===== src/rtl/pgmem_pkg.sv =====
package pgmem_pkg;

  typedef enum logic [2:0] {
    OP_START  = 3'd0,
    OP_WR     = 3'd1,
    OP_RSTART = 3'd2,
    OP_RXON   = 3'd3,
    OP_RD     = 3'd4,
    OP_STOP   = 3'd5
  } seq_op_e;

  typedef enum logic [3:0] {
    S_IDLE, S_START, S_DEV, S_OFFH, S_OFFL, S_WDATA, S_RSTART,
    S_RXON, S_RD, S_WAIT, S_OUT, S_STOP, S_FIN
  } seq_st_e;

endpackage


===== src/rtl/pgmem_cursor.sv =====
// Offset and remaining-length tracker with page-boundary detection.
module pgmem_cursor #(
  parameter int LEN_W      = 8,
  parameter int OFF_W      = 16,
  parameter int PAGE_BYTES = 8
) (
  input  logic             clk,
  input  logic             rst_n,
  input  logic             load,
  input  logic [OFF_W-1:0] load_off,
  input  logic [LEN_W-1:0] load_len,
  input  logic             step,
  output logic [OFF_W-1:0] off,
  output logic [LEN_W-1:0] remain,
  output logic             last,
  output logic             empty,
  output logic             page_end
);
  localparam int PG_W = $clog2(PAGE_BYTES);

  always_ff @(posedge clk or negedge rst_n) begin
    if (!rst_n) begin
      off    <= '0;
      remain <= '0;
    end else if (load) begin
      off    <= load_off;
      remain <= load_len;
    end else if (step) begin
      off    <= off + 1'b1;
      remain <= remain - 1'b1;
    end
  end

  assign empty = (remain == '0);
  assign last  = (remain == LEN_W'(1));

  // page_end: the byte at the current offset is the last one of its page
  generate
    if (PG_W == 0) begin : g_unit_page
      assign page_end = 1'b1;
    end else begin : g_page
      assign page_end = &off[PG_W-1:0];
    end
  endgenerate

  a_r4_no_underflow: assert property (@(posedge clk) disable iff (!rst_n)
    step |-> !empty);

  a_r4_step_advances: assert property (@(posedge clk) disable iff (!rst_n)
    (step && !load) |=> (off == $past(off) + 1'b1));

endmodule


===== src/rtl/pgmem_rxhold.sv =====
// Single-entry holding register for received bytes on the output stream.
module pgmem_rxhold #(
  parameter int W = 8
) (
  input  logic         clk,
  input  logic         rst_n,
  input  logic         capture,
  input  logic [W-1:0] cap_data,
  output logic         out_valid,
  input  logic         out_ready,
  output logic [W-1:0] out_data
);
  always_ff @(posedge clk or negedge rst_n) begin
    if (!rst_n) begin
      out_valid <= 1'b0;
      out_data  <= '0;
    end else if (capture) begin
      out_valid <= 1'b1;
      out_data  <= cap_data;
    end else if (out_ready) begin
      out_valid <= 1'b0;
    end
  end

  a_r7_hold_stable: assert property (@(posedge clk) disable iff (!rst_n)
    (out_valid && !out_ready) |=> (out_valid && $stable(out_data)));

endmodule


===== src/rtl/pgmem_seq.sv =====
module pgmem_seq
  import pgmem_pkg::*;
#(
  parameter int LEN_W      = 8,
  parameter int PAGE_BYTES = 8
) (
  input  logic             clk,
  input  logic             rst_n,
  input  logic             req_valid,
  output logic             req_ready,
  input  logic             req_rd,
  input  logic [6:0]       req_dev,
  input  logic [15:0]      req_off,
  input  logic             req_wide,
  input  logic [LEN_W-1:0] req_len,
  input  logic             arb_lost,
  output logic             arb_clr,
  input  logic             in_valid,
  output logic             in_ready,
  input  logic [7:0]       in_data,
  output logic             out_valid,
  input  logic             out_ready,
  output logic [7:0]       out_data,
  output logic             cmd_valid,
  input  logic             cmd_ready,
  output logic [2:0]       cmd_op,
  output logic [7:0]       cmd_byte,
  output logic             cmd_nack,
  input  logic             rsp_valid,
  input  logic             rsp_ok,
  input  logic [7:0]       rsp_data,
  output logic             done,
  output logic             err
);
  localparam int OFF_W = 16;

  seq_st_e st_q, nxt_q;
  seq_op_e op;
  logic [6:0] dev_q;
  logic       rd_q, wide_q, phase_q, err_q, arb_q;
  logic       fire, load, step, capture;
  logic [OFF_W-1:0] off;
  logic [LEN_W-1:0] remain;
  logic       last, empty, page_end;

  pgmem_cursor #(.LEN_W(LEN_W), .OFF_W(OFF_W), .PAGE_BYTES(PAGE_BYTES)) u_cursor (
    .clk(clk), .rst_n(rst_n), .load(load), .load_off(req_off), .load_len(req_len),
    .step(step), .off(off), .remain(remain), .last(last), .empty(empty),
    .page_end(page_end)
  );

  pgmem_rxhold #(.W(8)) u_rxhold (
    .clk(clk), .rst_n(rst_n), .capture(capture), .cap_data(rsp_data),
    .out_valid(out_valid), .out_ready(out_ready), .out_data(out_data)
  );

  // command presented for the current state
  always_comb begin
    op        = OP_START;
    cmd_valid = 1'b1;
    cmd_byte  = 8'h00;
    unique case (st_q)
      S_START:  op = OP_START;
      S_DEV:    begin op = OP_WR; cmd_byte = {dev_q, phase_q}; end
      S_OFFH:   begin op = OP_WR; cmd_byte = off[15:8]; end
      S_OFFL:   begin op = OP_WR; cmd_byte = off[7:0]; end
      S_WDATA:  begin op = OP_WR; cmd_byte = in_data; cmd_valid = in_valid; end
      S_RSTART: op = OP_RSTART;
      S_RXON:   op = OP_RXON;
      S_RD:     op = OP_RD;
      S_STOP:   op = OP_STOP;
      default:  cmd_valid = 1'b0;
    endcase
  end

  assign cmd_op    = op;
  assign cmd_nack  = (st_q == S_RD) && last;
  assign fire      = cmd_valid && cmd_ready;
  assign in_ready  = (st_q == S_WDATA) && cmd_ready;
  assign req_ready = (st_q == S_IDLE);
  assign load      = req_ready && req_valid;
  assign step      = fire && (st_q == S_WDATA || st_q == S_RD);
  assign capture   = (st_q == S_WAIT) && rsp_valid && rsp_ok && (nxt_q == S_OUT);
  assign done      = (st_q == S_FIN);
  assign err       = done && err_q;
  assign arb_clr   = arb_q;

  always_ff @(posedge clk or negedge rst_n) begin
    if (!rst_n) begin
      st_q    <= S_IDLE;
      nxt_q   <= S_IDLE;
      dev_q   <= '0;
      rd_q    <= 1'b0;
      wide_q  <= 1'b0;
      phase_q <= 1'b0;
      err_q   <= 1'b0;
      arb_q   <= 1'b0;
    end else begin
      arb_q <= 1'b0;
      unique case (st_q)
        S_IDLE: if (req_valid) begin
          dev_q   <= req_dev;
          rd_q    <= req_rd;
          wide_q  <= req_wide;
          phase_q <= 1'b0;
          err_q   <= arb_lost;
          arb_q   <= arb_lost;
          if (arb_lost || req_len == '0) st_q <= S_FIN;
          else                           st_q <= S_START;
        end
        S_START:  if (fire) st_q <= S_DEV;
        S_DEV:    if (fire) begin
          st_q  <= S_WAIT;
          nxt_q <= phase_q ? S_RXON : (wide_q ? S_OFFH : S_OFFL);
        end
        S_OFFH:   if (fire) begin st_q <= S_WAIT; nxt_q <= S_OFFL; end
        S_OFFL:   if (fire) begin
          st_q  <= S_WAIT;
          nxt_q <= rd_q ? S_RSTART : S_WDATA;
        end
        S_WDATA:  if (fire) begin
          st_q  <= S_WAIT;
          nxt_q <= (last || page_end) ? S_STOP : S_WDATA;
        end
        S_RSTART: if (fire) begin st_q <= S_DEV; phase_q <= 1'b1; end
        S_RXON:   if (fire) st_q <= S_RD;
        S_RD:     if (fire) begin st_q <= S_WAIT; nxt_q <= S_OUT; end
        S_WAIT:   if (rsp_valid) begin
          if (rsp_ok) st_q <= nxt_q;
          else begin
            err_q <= 1'b1;
            st_q  <= S_STOP;
          end
        end
        S_OUT:    if (!out_valid) st_q <= empty ? S_STOP : S_RD;
        S_STOP:   if (fire) st_q <= (err_q || empty) ? S_FIN : S_START;
        S_FIN:    st_q <= S_IDLE;
        default:  st_q <= S_IDLE;
      endcase
    end
  end

  a_r9_done_pulse: assert property (@(posedge clk) disable iff (!rst_n)
    done |=> !done);

  a_r5_fail_stops: assert property (@(posedge clk) disable iff (!rst_n)
    (st_q == S_WAIT && rsp_valid && !rsp_ok) |=> (cmd_valid && cmd_op == 3'd5));

  a_r8_arb_abort: assert property (@(posedge clk) disable iff (!rst_n)
    (req_valid && req_ready && arb_lost) |=> (arb_clr && !cmd_valid && err));

  a_r1_addr_after_start: assert property (@(posedge clk) disable iff (!rst_n)
    (fire && cmd_op == 3'd0) |=> (cmd_valid && cmd_op == 3'd1 && cmd_byte[7:1] == dev_q));

endmodule


===== config.mk =====
export PLATFORM = sky130hd
export DESIGN_NAME = pgmem_seq
export DESIGN_NICKNAME = d
export VERILOG_FILES = /design/src/rtl/pgmem_pkg.sv /design/src/rtl/pgmem_cursor.sv /design/src/rtl/pgmem_rxhold.sv /design/src/rtl/pgmem_seq.sv
export SDC_FILE = /design/constraint.sdc
export NUM_CORES = 1
export LEC_CHECK = 0
export CAP_MARGIN = 40
export CELL_PAD_IN_SITES_DETAIL_PLACEMENT = 1
export CELL_PAD_IN_SITES_GLOBAL_PLACEMENT = 1
export CORE_MARGIN = 4
export CORE_UTILIZATION = 36
export CTS_CLUSTER_DIAMETER = 60
export DETAILED_ROUTE_END_ITERATION = 10
export PLACE_DENSITY_LB_ADDON = 0.25
export SLEW_MARGIN = 5
export SYNTH_ARGS = -nofsm -noshare
export SYNTH_HDL_FRONTEND = slang
export SYNTH_SLANG_ARGS = --single-unit

===== constraint.sdc =====
create_clock -name clk -period 2.2 [get_ports clk]
set_clock_uncertainty 0.1 [all_clocks]
set_input_delay 0.44 -clock clk [delete_from_list [all_inputs] [get_ports clk]]
set_output_delay 0.44 -clock clk [all_outputs]
set_load 0.03 [all_outputs]

# Word level (Yosys, flattened, before mapping)
# Cells that the tools add are included.
[totals]
register_bits = 53
mem_count = 0
output_inout_bits = 27
ramBits = 0
romBits = 0
latchBits = 0
[op_classes]
n_shift = 0
n_lt_le_gt_ge = 0
n_mux = 40
reduce_logical = 31
addsub = 2
div_mod_pow = 0
n_mul = 0
n_bitwise = 0
n_eq_ne = 28
[ops]
columns = ["op", "count"]
rows = [
  ["4-bit 2-to-1 mux", 16],
  ["16-bit 2-to-1 mux", 2],
  ["8-bit one-hot mux with 4 select lines", 1],
  ["4-bit one-hot mux with 7 select lines", 1],
  ["4-bit == test (second input constant)", 6],
  ["2-bit inequality test (second input constant)", 12],
  ["4-bit one-hot mux with 5 select lines", 1],
  ["16-bit by 1-bit adder with 16-bit output (second input constant)", 1],
  ["4-bit by 3-bit == test with 1-bit output (second input constant)", 4],
  ["8-bit zero test", 2],
  ["8-bit 2-to-1 mux", 2],
  ["3-bit one-hot mux with 5 select lines", 1],
  ["1-bit logical AND", 9],
  ["1-bit 2-to-1 mux", 9],
  ["4-bit by 2-bit == test with 1-bit output (second input constant)", 2],
  ["8-bit by 1-bit == test with 1-bit output (second input constant)", 1],
  ["2-bit nonzero test", 4],
  ["8-bit OR reduction", 1],
  ["8-bit by 1-bit subtractor with 8-bit output (second input constant)", 1],
  ["7-bit AND reduction", 1],
  ["3-bit 2-to-1 mux", 2],
  ["1-bit one-hot mux with 2 select lines", 3],
  ["3-bit AND reduction", 2],
  ["6-bit AND reduction", 1],
  ["other kinds (11)", 16],
]

# Logic depth before layout (Yosys ltp)
[depth]
depth_word = 7
ltp_mapped = 9
mapped_depth_nobuf = 7

# Hierarchy
# Synthesis repeated with hierarchy kept, for this count alone.
[unflattened]
hier_cells = 331
hier_area_um2 = 3308.2
[modules_own_cells]
columns = ["module", "seq_area_each_um2", "cells_each", "n_inst", "area_each_um2"]
rows = [
  ["pgmem_seq", 500.5, 168, 1, 1491.4],
  ["pgmem_cursor", 600.6, 143, 1, 1447.6],
  ["pgmem_rxhold", 225.2, 20, 1, 369.1],
]

# Worst setup path after synthesis
# No wires, ideal clock.
[synth_path]
path_kind = "flip-flop to output port"
startpoint = "register st_q[1]"
endpoint = "output cmd_byte[0]"
setup_slack_ps = 93
t_arrival_ps = 1567
stages_incl_launch_ff = 6
required_time_ps = 1660
path_buffers = 2
cell_sequence = "dfrtp_1 buf_4 nor2b_1 buf_2 a22oi_1 o21ai_0"
[synth_via]
elab_chain_len = 2
elab_cells_between_ends = 5
[synth_lines]
columns = ["item", "line", "rtl"]
rows = [
  ["from (decl)", "pgmem_seq.sv:37", "seq_st_e st_q, nxt_q;"],
  ["from (signal assigned)", "pgmem_seq.sv:129", "if (rsp_ok) st_q <= nxt_q;"],
  ["from (signal assigned)", "pgmem_seq.sv:135", "S_OUT: if (!out_valid) st_q <= empty ? S_STOP : S_RD;"],
  ["from (signal assigned)", "pgmem_seq.sv:136", "S_STOP: if (fire) st_q <= (err_q || empty) ? S_FIN : S_START;"],
  ["4-bit by 3-bit == test with 1-bit output / 4-bit by 2-bit == test with 1-bit output (equally long branches)", "pgmem_seq.sv:62", "unique case (st_q)"],
  ["8-bit one-hot mux with 4 select lines (*)", "pgmem_seq.sv:62", ""],
  ["to (decl)", "pgmem_seq.sv:27", "output logic [7:0] cmd_byte,"],
]
# Every way passes the cells marked *; elsewhere a longest branch is shown, timed or not.

# Final worst setup path
# Same ends and word-level chain as after synthesis.

==> results.py <==
metrics = {
    "outcome": {
        "violations": "setup timing",
        "status": "finished, violations left",
    },
    "logic_synthesis": {
        "yosysTopAreaCellShare_pct": 40.88,
        "async_reset_ff_share_pct": 100.0,
        "ys_seq_area_share_pct": 40.88,
        "ys_warn_count": 0,
        "synth_nets": 428,
        "synthFlopType": "dfrtp_1",
        "syn_area_um2": 3244,
        "ys_types": 58,
        "synth.area.top_cells": "dfrtp_1 (41%), nand2_1 (7.9%), mux2_2 (4.5%), o21ai_0 (4.3%), a22oi_1 (3.9%)",
        "ys_seq_elements": 53,
        "yosys.area.top_type": "dfrtp_1",
        "syn_inst": 366,
        "synth_area_per_cell_um2": 8.864,
        "synth_edf_count": 0,
    },
    "power_and_ir_drop": {
        "max-vdd-ir-drop_mv": 0.4332,
        "power.leakage_uw": 0.002129,
        "switching_power_uw": 2713,
        "pwr_density_cell_nw_per_um2": 1252,
        "seq_power_share_pct": 30.2,
        "comb_power_share_pct": 58.0,
        "p_clk_share_pct": 11.8,
        "intPower_uw": 3414,
        "power_uw": 6128,
        "sw_frac_of_total_pct": 44.28,
    },
    "sta": {
        "setup_viol_count_final": 10,
        "fin_crit_sh_pct": 103.5,
        "min_period_ns": 2.276,
        "fin_ws_ns": -0.07591,
        "drv_slew": 0,
        "rsz0062_at_grt": "true",
        "fmax_mhz": 439.4,
        "slew_headroom_pct": 55.18,
        "max_slew.worst_pin.slew_ns": 0.6661,
        "final-hold-violation-count": 0,
    },
    "worst_setup_path": {
        "criticalPathCategory": "flip-flop to output pin",
        "startpoint_type": "flip-flop",
        "worstPathArrival_ns": 1.74,
        "cp-end-kind": "output pin",
        "worst_ep_required_time_ns": 1.66,
        "worstPathMaxFanout": 5,
    },
    "grt": {
        "grt_pass1_vias": 3610,
        "top_usage_layer": "met2",
        "track_usage_pct": 22.64,
        "use_met1_pct": 27.34,
        "use_met3_pct": 3.180,
        "grt_use_met2_pct": 41.24,
        "grt_max_degree": 54,
        "antenna_found_initial": 0,
        "overflow": 0,
        "grt_pass1_wl_mm": 18.57,
    },
    "clock_network": {
        "cts_root_buf": "clkbuf_8",
        "path_clk_slew_ns": 0.10,
        "hold_buffers": 0,
        "cts_tree": "built",
        "clk_latency_ns": 0.32,
        "htreeDepth": 2,
        "cts_buffer_depth": 2,
        "clock-sinks": 53,
        "cts_buffers": 5,
    },
    "routing": {
        "drt_iter0_drc": 114,
        "vias": 3416,
        "viasPerCell": 5.665,
        "ant_nets": 0,
        "finalWirelength_mm": 12.08,
        "dr.pass1.iters": 4,
        "wl_per_cell_um": 20.04,
        "drc": 0,
    },
    "final_layout": {
        "mostFrequentLayoutCells": "nand2_1 (67), clkdlybuf4s50_1 (66), buf_4 (58)",
        "fin_nets": 556,
        "final_common_cell": "nand2_1",
        "drive_above_1_share_pct": 29.90,
        "fin_cells": 603,
        "fin_util_pct": 55.87,
        "num_antenna_cells": 0,
        "final_area_um2": 4896,
        "area_growth_pct": 50.91,
    },
    "floorplanning": {
        "start_util_pct": 37.02,
        "die_y_um": 102.9,
        "chipWidth_um": 102.9,
        "dieArea_um2": 10590,
        "row_count": 34,
        "io_pins": 85,
        "core_area_um2": 8763,
    },
    "flow_run": {
        "drv_cap": 0,
    },
    "placement": {
        "placed_area_um2": 4414,
        "dp_slack_ns": -0.1744,
        "placed_cells": 579,
        "gp_congestion": 0.9069,
        "dp_hpwl_mm": 8.534,
        "portBuffers": 84,
    },
    "worst_hold_path": {
        "hp-class": "input pin to async pin",
    },
}
## per-layer routing
layer | vias up | share of wire (%)
met3 | 25 | 3.7
met1 | 1700 | 41
met4 | 0 | 2.3
met5 | - | 0
met2 | 89 | 53
li1 | 1602 | -
## stage by stage
stage | TNS [ns] | hold WS [ns]
2_1_floorplan | 0 | 0.04441
3_3_place_gp | -0.2670 | 0.3651
3_5_place_dp | -1.430 | 0.3664
4_1_cts | -0.1951 | 0.01802
5_1_grt | -1.394 | 0.01378
6_report | -0.4526 | 0.003618
## kinds of logic (layout without fill, tap and decap cells)
| group | after synthesis | count (layout) | share of synthesized area (%) |
|---|---|---|---|
| muxes | 15 | 15 | 5.129 |
| xor gates and xnor gates | 4 | 4 | 1.080 |
| AOI/OAI and AO/OA | 106 | 106 | 22.95 |
| buffers and inverters | 32 | 161 | 4.667 |
| DFF | 53 | 53 | 40.88 |
| adders and majority gates | 4 | 4 | 1.543 |
| and+or+nand+nor | 152 | 152 | 23.76 |
## synthesized netlist by cell type (all sizes together) (7+ instances only)
master and n:
buf 17, nand2 68, nor2b 8, a22oi 17
clkbuf 7, a31oi 7, dfrtp 53, nor2 19
a21oi 14, nand3 8, inv 8, mux2 13
and3 9, o21ai 30
## layout make-up
| cell class | instances | area [µm²] |
|---|---|---|
| multi-input combinational | 281 | 1938 |
| fill | 1024 | 3867 |
| tap | 108 | 135.1 |
| sequential | 53 | 1330 |
| inverter | 8 | 30.03 |
| clock inverter | 3 | 50.05 |
| clock buffer | 5 | 68.82 |
| timing repair buffer | 145 | 1344 |
## worst max-delay path, cell delays in order (launching register included)
cell	delay, ns
dfrtp_2	0.47
buf_6	0.15
nor2b_4	0.13
buf_6	0.11
a22oi_2	0.26
o21ai_1	0.12
buf_4	0.18
## what timing repair did
item | in CTS | in global routing
gates cloned | 0 | 1
setup buffers | 12 | 5
pin swaps | 6 | 8
resized for setup | 52 | 21
setup endpoints to repair | 14 | 27
## flip-flops by register name, summed over array words and instances (netlist names)
register	count
arb_clr	1
dev_q	7
err_q	1
nxt_q	4
phase_q	1
rd_q	1
st_q	4
u_cursor.off	16
u_cursor.remain	8
u_rxhold.out_data	8
u_rxhold.out_valid	1
wide_q	1
## power by group through the flow
stage | Sequential, µW | Clock (µW) | Combinational, µW
after floorplan | 1720 | 0 | 1870
after global placement | 1800 | 0 | 2930
after detailed placement | 1820 | 0 | 3030
after CTS | 1820 | 734 | 3360
after global routing | 1890 | 776 | 3850
final | 1850 | 723 | 3550
## path summary, 6_finish.rpt
kind                                                   from                          endpoint  slack (ns)  depth (start not counted)
max                                     st_q[1]$_DFFE_PN0P_                       cmd_byte[0]       -0.08                          6
min                                                   rst_n                 err_q$_DFFE_PN0P_       0.004                          2
max reg2reg                             st_q[0]$_DFFE_PN0P_    u_cursor.remain[5]$_DFFE_PN0P_        0.04                          8
min reg2reg                u_rxhold.out_data[2]$_DFFE_PN0P_  u_rxhold.out_data[2]$_DFFE_PN0P_        0.42                          1
max in group asynchronous                             rst_n               st_q[1]$_DFFE_PN0P_        1.73                          2
min in group clk           u_rxhold.out_data[2]$_DFFE_PN0P_  u_rxhold.out_data[2]$_DFFE_PN0P_        0.42                          1
No activity file was read; power rests on OpenSTA's default activity.
